<file path="config.mk">
export PLATFORM = sky130hd
export DESIGN_NAME = bitband_xlate
export DESIGN_NICKNAME = d
export VERILOG_FILES = /design/src/rtl/bb_pkg.sv /design/src/rtl/bb_alias_decode.sv /design/src/rtl/bb_bit_lane.sv /design/src/rtl/bb_rmw_ctrl.sv /design/src/rtl/bitband_xlate.sv
export SDC_FILE = /design/constraint.sdc
export NUM_CORES = 1
export LEC_CHECK = 0
export ABC_AREA = 1
export BUFFER_PORTS_ARGS = -buffer_cell sky130_fd_sc_hd__buf_2
export CAP_MARGIN = 10
export CELL_PAD_IN_SITES_DETAIL_PLACEMENT = 0
export CELL_PAD_IN_SITES_GLOBAL_PLACEMENT = 1
export CORE_UTILIZATION = 28
export CTS_BUF_LIST = sky130_fd_sc_hd__clkbuf_2 sky130_fd_sc_hd__clkbuf_4 sky130_fd_sc_hd__clkbuf_8
export CTS_CLUSTER_SIZE = 40
export DETAILED_ROUTE_END_ITERATION = 6
export PLACE_DENSITY_LB_ADDON = 0.05
export REMOVE_ABC_BUFFERS = 1
export SKIP_CTS_REPAIR_TIMING = 1
export SLEW_MARGIN = 0
export SYNTH_ARGS = -nofsm -noshare
export SYNTH_HDL_FRONTEND = slang
export SYNTH_SLANG_ARGS = --single-unit
</file>
<file path="constraint.sdc">
create_clock -name clk -period 2.56 [get_ports clk]
set_input_delay 0.512 -clock clk [delete_from_list [all_inputs] [get_ports clk]]
set_output_delay 0.512 -clock clk [all_outputs]
set_load 0.01 [all_outputs]
</file>
<file path="src/rtl/bb_pkg.sv">
package bb_pkg;
  localparam int unsigned ADDR_W    = 32;
  localparam int unsigned DATA_W    = 32;
  localparam int unsigned BIT_IDX_W = $clog2(DATA_W);

  typedef enum logic [0:0] {
    ST_PASS   = 1'b0,
    ST_MODIFY = 1'b1
  } bb_state_e;

  typedef struct packed {
    logic                 hit;
    logic [ADDR_W-1:0]    word_addr;
    logic [BIT_IDX_W-1:0] bit_idx;
  } bb_xlate_t;
endpackage

</file>
<file path="src/rtl/bb_alias_decode.sv">
module bb_alias_decode
  import bb_pkg::*;
#(
  parameter logic [ADDR_W-1:0] BASE        = 32'h2000_0000,
  parameter logic [ADDR_W-1:0] ALIAS_OFS   = 32'h0200_0000,
  parameter int unsigned       REGION_BITS = 20
) (
  input  logic [ADDR_W-1:2] addr_i,
  output bb_xlate_t         xl_o
);
  // each backing byte owns 8 bits x 4 alias bytes
  localparam int unsigned BYTE_SPAN_W = $clog2(8 * 4);
  localparam int unsigned SPAN_W      = REGION_BITS + BYTE_SPAN_W;
  localparam int unsigned LANE_LSB    = BYTE_SPAN_W + 2;
  localparam logic [ADDR_W-1:0] ALIAS_BASE = BASE + ALIAS_OFS;

  always_comb begin
    xl_o.hit       = (addr_i[ADDR_W-1:SPAN_W] == ALIAS_BASE[ADDR_W-1:SPAN_W]);
    xl_o.word_addr = {BASE[ADDR_W-1:REGION_BITS], addr_i[SPAN_W-1:LANE_LSB], 2'b00};
    xl_o.bit_idx   = addr_i[LANE_LSB-1:2];
  end
endmodule

</file>
<file path="src/rtl/bb_bit_lane.sv">
module bb_bit_lane
  import bb_pkg::*;
(
  input  logic [DATA_W-1:0]    word_i,
  input  logic [BIT_IDX_W-1:0] idx_i,
  input  logic                 val_i,
  output logic [DATA_W-1:0]    merged_o,
  output logic                 pick_o
);
  always_comb begin
    merged_o        = word_i;
    merged_o[idx_i] = val_i;
    pick_o          = word_i[idx_i];
  end
endmodule

</file>
<file path="src/rtl/bb_rmw_ctrl.sv">
module bb_rmw_ctrl
  import bb_pkg::*;
(
  input  logic                 clk,
  input  logic                 rst_n,
  input  logic                 up_req_i,
  input  logic                 up_we_i,
  input  logic [ADDR_W-1:0]    up_addr_i,
  input  logic [DATA_W-1:0]    up_wdata_i,
  input  bb_xlate_t            xl_i,
  input  logic [DATA_W-1:0]    merged_i,
  output logic                 up_ready_o,
  output logic                 rsp_valid_o,
  output logic                 rsp_alias_o,
  output logic [BIT_IDX_W-1:0] lane_idx_o,
  output logic                 lane_val_o,
  output logic                 mem_req_o,
  output logic                 mem_we_o,
  output logic [ADDR_W-1:0]    mem_addr_o,
  output logic [DATA_W-1:0]    mem_wdata_o
);
  bb_state_e            state_q, state_d;
  logic [ADDR_W-1:0]    hold_addr_q;
  logic [BIT_IDX_W-1:0] hold_bit_q;
  logic                 hold_val_q;
  logic                 hold_en;
  logic                 rsp_valid_q, rsp_valid_d;
  logic                 rsp_alias_q, rsp_alias_d;
  logic [BIT_IDX_W-1:0] rsp_bit_q, rsp_bit_d;
  logic                 accept;

  always_comb begin
    state_d     = state_q;
    hold_en     = 1'b0;
    up_ready_o  = 1'b1;
    mem_req_o   = 1'b0;
    mem_we_o    = 1'b0;
    mem_addr_o  = up_addr_i;
    mem_wdata_o = up_wdata_i;
    unique case (state_q)
      ST_PASS: begin
        mem_req_o  = up_req_i;
        mem_we_o   = up_we_i & ~xl_i.hit;
        mem_addr_o = xl_i.hit ? xl_i.word_addr : up_addr_i;
        if (up_req_i && up_we_i && xl_i.hit) begin
          up_ready_o = 1'b0;
          hold_en    = 1'b1;
          state_d    = ST_MODIFY;
        end
      end
      ST_MODIFY: begin
        mem_req_o   = 1'b1;
        mem_we_o    = 1'b1;
        mem_addr_o  = hold_addr_q;
        mem_wdata_o = merged_i;
        state_d     = ST_PASS;
      end
      default: state_d = ST_PASS;
    endcase
    accept      = up_req_i & up_ready_o;
    rsp_valid_d = accept & ~up_we_i;
    rsp_alias_d = xl_i.hit;
    rsp_bit_d   = xl_i.bit_idx;
  end

  always_ff @(posedge clk or negedge rst_n) begin
    if (!rst_n) begin
      state_q     <= ST_PASS;
      hold_addr_q <= '0;
      hold_bit_q  <= '0;
      hold_val_q  <= 1'b0;
      rsp_valid_q <= 1'b0;
      rsp_alias_q <= 1'b0;
      rsp_bit_q   <= '0;
    end else begin
      state_q     <= state_d;
      rsp_valid_q <= rsp_valid_d;
      if (rsp_valid_d) begin
        rsp_alias_q <= rsp_alias_d;
        rsp_bit_q   <= rsp_bit_d;
      end
      if (hold_en) begin
        hold_addr_q <= xl_i.word_addr;
        hold_bit_q  <= xl_i.bit_idx;
        hold_val_q  <= up_wdata_i[0];
      end
    end
  end

  // no response is pending while a write-back is in flight, so one lane serves both
  assign lane_idx_o  = (state_q == ST_MODIFY) ? hold_bit_q : rsp_bit_q;
  assign lane_val_o  = hold_val_q;
  assign rsp_valid_o = rsp_valid_q;
  assign rsp_alias_o = rsp_alias_q;


  stall_single_cycle_chk: assert property (@(posedge clk) disable iff (!rst_n)
    !up_ready_o |=> up_ready_o);


  rmw_same_word_chk: assert property (@(posedge clk) disable iff (!rst_n)
    (mem_req_o && !mem_we_o && !up_ready_o) |=>
      (mem_req_o && mem_we_o && mem_addr_o == $past(mem_addr_o)));


  read_resp_timing_chk: assert property (@(posedge clk) disable iff (!rst_n)
    (up_req_i && up_ready_o && !up_we_i) |=> rsp_valid_o);
endmodule

</file>
<file path="src/rtl/bitband_xlate.sv">
module bitband_xlate
  import bb_pkg::*;
#(
  parameter int unsigned                  NUM_REGIONS  = 2,
  parameter int unsigned                  REGION_BITS  = 20,
  parameter logic [ADDR_W-1:0]            ALIAS_OFS    = 32'h0200_0000,
  parameter logic [NUM_REGIONS*ADDR_W-1:0] REGION_BASES = {32'h4000_0000, 32'h2000_0000}
) (
  input  logic              clk,
  input  logic              rst_n,
  input  logic              up_req,
  input  logic              up_we,
  input  logic [ADDR_W-1:0] up_addr,
  input  logic [DATA_W-1:0] up_wdata,
  output logic              up_ready,
  output logic              up_rvalid,
  output logic [DATA_W-1:0] up_rdata,
  output logic              mem_req,
  output logic              mem_we,
  output logic [ADDR_W-1:0] mem_addr,
  output logic [DATA_W-1:0] mem_wdata,
  input  logic [DATA_W-1:0] mem_rdata
);
  logic [1:0]           rst_sync_q;
  logic                 core_rst_n;
  bb_xlate_t            dec_xl [NUM_REGIONS];
  bb_xlate_t            sel_xl;
  logic [DATA_W-1:0]    merged;
  logic                 picked;
  logic [BIT_IDX_W-1:0] lane_idx;
  logic                 lane_val;
  logic                 rsp_alias;

  always_ff @(posedge clk or negedge rst_n) begin
    if (!rst_n) rst_sync_q <= 2'b00;
    else        rst_sync_q <= {rst_sync_q[0], 1'b1};
  end
  assign core_rst_n = rst_sync_q[1];

  for (genvar r = 0; r < NUM_REGIONS; r++) begin : gen_region
    bb_alias_decode #(
      .BASE        (REGION_BASES[r*ADDR_W +: ADDR_W]),
      .ALIAS_OFS   (ALIAS_OFS),
      .REGION_BITS (REGION_BITS)
    ) u_dec (
      .addr_i (up_addr[ADDR_W-1:2]),
      .xl_o   (dec_xl[r])
    );
  end

  always_comb begin
    sel_xl = '0;
    for (int r = 0; r < NUM_REGIONS; r++) begin
      if (dec_xl[r].hit) sel_xl = dec_xl[r];
    end
  end

  bb_rmw_ctrl u_ctrl (
    .clk         (clk),
    .rst_n       (core_rst_n),
    .up_req_i    (up_req),
    .up_we_i     (up_we),
    .up_addr_i   (up_addr),
    .up_wdata_i  (up_wdata),
    .xl_i        (sel_xl),
    .merged_i    (merged),
    .up_ready_o  (up_ready),
    .rsp_valid_o (up_rvalid),
    .rsp_alias_o (rsp_alias),
    .lane_idx_o  (lane_idx),
    .lane_val_o  (lane_val),
    .mem_req_o   (mem_req),
    .mem_we_o    (mem_we),
    .mem_addr_o  (mem_addr),
    .mem_wdata_o (mem_wdata)
  );

  bb_bit_lane u_lane (
    .word_i   (mem_rdata),
    .idx_i    (lane_idx),
    .val_i    (lane_val),
    .merged_o (merged),
    .pick_o   (picked)
  );

  assign up_rdata = rsp_alias ? {{(DATA_W-1){1'b0}}, picked} : mem_rdata;


  passthrough_chk: assert property (@(posedge clk) disable iff (!core_rst_n)
    (up_req && up_ready && !sel_xl.hit) |->
      (mem_req && mem_we == up_we && mem_addr == up_addr && mem_wdata == up_wdata));


  alias_rdata_upper_zero_chk: assert property (@(posedge clk) disable iff (!core_rst_n)
    (up_rvalid && rsp_alias) |-> (up_rdata[DATA_W-1:1] == '0));
endmodule

</file>
==> out/qor.yml, run 1 <==
drt_iter0_markers: 195
grt_usage: 0.197
synthCells: 622
setup_violations: 0
antenna_found_initial: 0
port_buffers: 199
cp_slowest_cell: "dfrtp_2"
p_per_area_nw_per_um2: 300
hpwl_um: 9820
synthMuxAreaShare: 0
ant_nets: 0
clk_pin_slew_worst_paths_ns: 0.07
maxSlewViolCount: 0
fin_crit_sh: 0.999
die_w_um: 113
synth_xor_area_frac: 0
drc: 0
worstSetupPathType: "flip-flop to output port"
drt_first_pass_iters: 4
synth_warnings: 0
power_leakage_nw: 2.87
synth_top_family_by_area: "simple AND/OR/NAND/NOR gates"
nets: 929
r2r-end: "u_ctrl.hold_addr_q[11]$_DFFE_PN0P_"
row_count: 40
hold_viol: 0
viasPerCell: 4.65
peakVddDrop_v: 0.000210
fin_skew_ns: 0.00995
fp.dieH_um: 113
worst_slew_pin_slew_ns: 0.542
finalPower_mw: 1.49
max_freq_mhz: 391
cts_buffers: 5
grt_max_degree: 35
r2r_start: "u_ctrl.state_q$_DFF_PN0_"
arrival_ns: 2.04
timing.final.crit_period_ns: 2.56
avgSynthCellArea_um2: 5.51
area_growth_pct: 44.6
dieArea_um2: 12700
tns_ns: 0
synth_compound_area_frac: 0.142
n_antenna_cell: 0
cts_sinks: 36
synth-simple-area-share: 0.475
drv_cap: 0
layout-drive-gt1-share: 0.330
max_stage_delay_ns: 0.47
run_status: "finished, final reports clean"
synth-seq-cells: 36
htree_levels: 2
hp-class: "flip-flop to async pin"
crit_fanout: 8
cp.required_ns: 2.05
grt.overflow.total: 0
synth_fa_ha_area_frac: 0
num_vias: 4541
fill_cells: 1388
end_kind: "output port"
core_um2: 12000
grt_pass1_wl_um: 20300
crit_top_cell: "nand2_1"
path_cells: "inv_2 -> or2_1 -> o21ai_4 -> buf_4 -> nor2_4 -> nand2_1 -> nand2_1 -> nor2_1 -> nand3_1 -> nand2_1 -> inv_1 -> buf_2"
initial_core_util: 0.287
wire_per_inst_um: 13.0
wl_um: 12700
ys_seq_area_frac: 0.263
maxSlewHeadroom: 0.636
r2r_cells: 6
setup_ws_ns: 0.00366
grt_pass1_vias: 4137
cts_root_buf: "clkbuf_8"
dp_slack_ns: 0.114
ios: 200
r2r_slack_ns: 0.65
synth_area_um2: 3430
ys_types: 28
cts.path.max_buffers: 2
rsz0062_at_grt: "true"
gp_congestion: 0.800
tritoncts: "yes"
critPathLaunchType: "flip-flop"
clk_latency_ns: 0.29
-- per-layer routing --
metal,GRT usage,routed length (µm),vias up
met2,0.357,6230,138
met1,0.249,5630,2039
met5,0,0,-
met3,0.0232,700,8
li1,-,-,2356
met4,0.0382,106,0
-- Yosys cell counts, drive strengths merged --
master / instances / area share
o211ai: 2 / 0.0044
nand3: 64 / 0.093
buf: 10 / 0.016
clkinv: 1 / 0.0011
nand4: 1 / 0.0018
or2: 1 / 0.0018
nor4: 2 / 0.0036
inv: 70 / 0.078
conb: 1 / 0.0011
clkbuf: 22 / 0.024
o21ai: 61 / 0.090
nand2: 257 / 0.29
o22ai: 2 / 0.0036
a21oi: 30 / 0.044
nor3: 3 / 0.0044
nor2: 59 / 0.084
dfrtp: 36 / 0.26
-- final cells by class --
| cell class | instances | area [µm²] | area share |
|---|---|---|---|
| multi-input cells | 484 | 2250 | 0.455 |
| clock inverters | 1 | 5.00 | 0.00101 |
| flip-flops and latches | 36 | 902 | 0.182 |
| clock buffers | 7 | 83.8 | 0.0169 |
| inverters | 71 | 272 | 0.0548 |
| well taps | 147 | 184 | 0.0371 |
| repair buffers | 231 | 1260 | 0.254 |
-- worst max path at each step --
stage | startpoint | end | slack (ns) | cells after the start
global route | u_ctrl.state_q$_DFF_PN0_ | mem_wdata[16] | -0.15 | 9
finish | u_ctrl.state_q$_DFF_PN0_ | up_rdata[0] | 0.004 | 12
CTS | u_ctrl.state_q$_DFF_PN0_ | mem_wdata[8] | -0.22 | 10
detailed placement | u_ctrl.state_q$_DFF_PN0_ | mem_wdata[8] | 0.11 | 10
floorplan | u_ctrl.state_q$_DFF_PN0_ | mem_wdata[8] | -1.24 | 9
global placement | u_ctrl.state_q$_DFF_PN0_ | mem_wdata[8] | 0.13 | 10
-- state kept, by name (all words and copies together), names as in the netlist --
signal and cells:
u_ctrl.hold_bit_q 5, u_ctrl.rsp_alias_o 1, u_ctrl.state_q 1, u_ctrl.lane_val_o 1, u_ctrl.hold_addr_q 20, rst_sync_q 2, u_ctrl.rsp_bit_q 5, u_ctrl.rsp_valid_o 1
-- layout by cell type (no fill, tap or decap), types with 2 or more instances in the layout --
master / n
nand2_4: 5
buf_4: 27
nor4_1: 2
o21ai_0: 50
a21oi_1: 29
nor2_2: 4
nand2_1: 247
nor2_4: 7
nor3_2: 2
buf_2: 199
buf_6: 3
clkbuf_4: 2
nor2_8: 2
nor2_1: 47
dfrtp_1: 35
o22ai_1: 2
inv_2: 4
nand3_1: 64
o211ai_1: 2
clkbuf_8: 5
inv_1: 65
o21ai_1: 7
nand2_2: 4
o21ai_4: 4
-- logic make-up (layout without fill, tap and decap cells) --
family	count (synthesis)	count (layout)
AOI/OAI and AO/OA	95	95
and+or+nand+nor	387	388
other	1	1
DFF	36	36
buffers and inverters	103	310
-- metrics by stage --
step	utilization	cells	area (µm²)	hold WS, ns
6_report	0.415	977	4960	0.268
5_1_grt	0.415	977	4960	0.337
4_1_cts	0.398	971	4760	-0.00886
3_5_place_dp	0.391	963	4680	0.293
3_3_place_gp	0.391	963	4680	0.292
2_1_floorplan	-	590	3290	0.216
-- worst max-delay path, delay by kind of cell (launching register included) --
family                 cells  cell delay, ns
flip-flops                 1            0.47
AND/OR/NAND/NOR            7            0.69
AO/OA/AOI/OAI              1            0.12
buffers and inverters      4            0.48
-- report_power, final --
part / total (mW) / internal (mW) / leakage, nW / switching, mW
Clock: 0.412 / 0.212 / 0.0491 / 0.200
Sequential: 0.627 / 0.606 / 0.487 / 0.0210
Combinational: 0.450 / 0.192 / 2.34 / 0.258
Note: power is estimated with default switching activity, not from simulation.
==> inputs of run 2 (changes only) <==
==> constraint.sdc (replaced) <==
create_clock -name clk -period 2.56 [get_ports clk]
set_input_delay 0.256 -clock clk [delete_from_list [all_inputs] [get_ports clk]]
set_output_delay 0.256 -clock clk [all_outputs]
set_load 0.01 [all_outputs]
==> out/qor.yml, run 2 (synthesis gave the netlist of run 1 again) <==
cp_slowest_cell: "dfrtp_2"
worstSetupPathType: "flip-flop to output port"
finalPower_mw: 1.77  # +19%
fin_util: 0.407  # -0.00753
cts_sinks: 36  # unchanged
tritoncts: "yes"
n_antenna_cell: 0  # unchanged
port_buffers: 199  # unchanged
final_cell_mix: "252 x nand2_1, 199 x buf_2, 67 x inv_1"
power_leakage_nw: 2.83  # -1.6%
drt_iter0_markers: 198  # +1.5%
nets: 922  # -0.75%
grt_usage: 0.194  # -0.00296
wire_per_inst_um: 12.8  # -1.0%
critPathLaunchType: "flip-flop"
fin_crit_sh: 0.932  # -0.0668
run_status: "finished, final reports clean"
end_kind: "output port"
timing.final.crit_period_ns: 2.39  # -0.171 ns
drv_cap: 0  # unchanged
path_cells: "buf_4 -> o21ai_2 -> inv_2 -> buf_4 -> nor2_1 -> buf_4 -> nand2_1 -> a21oi_1 -> o21ai_0 -> nand2_1 -> buf_2"
cts_root_buf: "clkbuf_8"
grt.overflow.total: 0  # unchanged
whs_ns: 0.188  # -0.0798 ns
maxSlewHeadroom: 0.634  # -0.00224
min_path_cells: 3
p_per_area_nw_per_um2: 364  # +21%
viasPerCell: 4.63  # -0.39%
r2r_cells: 7  # +1
arrival_ns: 2.13  # +0.09 ns
top_register: "u_ctrl.hold_addr_q"
die_w_um: 113  # unchanged
grt_pass1_vias: 3985  # -3.7%
initial_core_util: 0.287  # unchanged
row_count: 40  # unchanged
max_freq_mhz: 419  # +7.2%
worst_slew_pin_slew_ns: 0.546  # +0.00334 ns
area_growth_pct: 42.0
clk_pin_slew_worst_paths_ns: 0.08  # about the same
wl_um: 12500  # -1.7%
max_stage_delay_ns: 0.48  # about the same
layout_commonest_cell: "nand2_1"
crit_fanout: 10  # +2
cp.required_ns: 2.30  # +0.25 ns
setup_violations: 0  # unchanged
fin_skew_ns: 0.00261  # -0.00734 ns
maxSlewViolCount: 0  # unchanged
ios: 200  # unchanged
ant_nets: 0  # unchanged
core_um2: 12000  # unchanged
largestRegisters: "u_ctrl.hold_addr_q (20), u_ctrl.hold_bit_q (5), u_ctrl.rsp_bit_q (5)"
layout-drive-gt1-share: 0.310  # -0.0203
gp_congestion: 0.849  # +6.1%
setup_ws_ns: 0.175  # +0.171 ns
peakVddDrop_v: 0.000282  # +35%
htree_levels: 2  # unchanged
drc: 0  # unchanged
dieArea_um2: 12700  # unchanged
fp.dieH_um: 113  # unchanged
dp_slack_ns: 0.102  # -0.0122 ns
grt_pass1_wl_um: 20000  # -1.6%
grt_max_degree: 38  # +8.6%
largest_reg_flops: 20  # unchanged
num_vias: 4491  # -1.1%
antenna_found_initial: 0  # unchanged
hold_viol: 0  # unchanged
drt_first_pass_iters: 4  # unchanged
hp-class: "input port to flip-flop"
cts.path.max_buffers: 2  # unchanged
clk_latency_ns: 0.29  # about the same
crit_top_cell: "buf_4"
cts_buffers: 5  # unchanged
hpwl_um: 9540  # -2.9%
==> run 2: changes by cell type in the layout (fill, tap and decap cells not counted), moves of 3 or more <==
cell	change
nand2_1	+5
o21ai_0	+5
nand2_4	-4
buf_6	-3
bufinv_16	+3
o21ai_1	-3
o21ai_4	-3
==> run 2: final cells by class <==
cell class / instances / area (µm²)
clock buffer: 5 / 68.8
clock inverter: 3 / 90.1
fill: 1388 / 7090
inverter: 71 / 272
multi-input combinational: 483 / 2160
sequential: 36 / 902
tap: 147 / 184
timing repair buffer: 225 / 1190
==> run 2: critical path: cells and delay by family (launching register included) <==
kind                   cells  cell delay [ns]
AOI/OAI and AO/OA          3             0.37
buffers and inverters      5             0.71
DFF                        1             0.48
and+or+nand+nor            3             0.28
==> run 2: stage by stage <==
stage | area [µm²] | TNS [ns] | instances
global placement | 4620 | 0 | 956
global route | 4870 | -0.000835 | 970
detailed placement | 4620 | 0 | 956
CTS | 4780 | -1.27 | 964
floorplan | 3290 | -28.96 | 590
finish | 4870 | 0 | 970
==> run 2: report_power, final <==
part	internal, mW	switching, mW	total (mW)
combinational	0.189	0.254	0.443
clock	0.487	0.214	0.702
sequential	0.606	0.0200	0.626
total	1.28	0.489	1.77
==> run 2: layer usage <==
layer | share of wire | vias to the layer above | GRT usage | routed length [µm]
li1 | - | 2343 | - | -
met1 | 0.46 | 2002 | 0.249 | 5720
met2 | 0.48 | 138 | 0.349 | 5990
met3 | 0.051 | 8 | 0.0178 | 637
met4 | 0.0087 | 0 | 0.0418 | 108
met5 | 0 | - | 0 | 0
==> run 2: worst paths after layout <==
check / startpoint / to / slack (ns)
setup / recovery: u_ctrl.state_q$_DFF_PN0_ / mem_wdata[7] / 0.17
setup reg to reg: u_ctrl.state_q$_DFF_PN0_ / u_ctrl.hold_addr_q[3]$_DFFE_PN0P_ / 0.51
hold / removal: up_addr[7] / u_ctrl.hold_addr_q[2]$_DFFE_PN0P_ / 0.19
max in group asynchronous: rst_sync_q[1]$_DFF_PN0_ / u_ctrl.state_q$_DFF_PN0_ / 1.95
hold reg to reg: rst_sync_q[1]$_DFF_PN0_ / u_ctrl.hold_addr_q[29]$_DFFE_PN0P_ / 0.27
min in group asynchronous: rst_sync_q[1]$_DFF_PN0_ / u_ctrl.hold_addr_q[29]$_DFFE_PN0P_ / 0.27
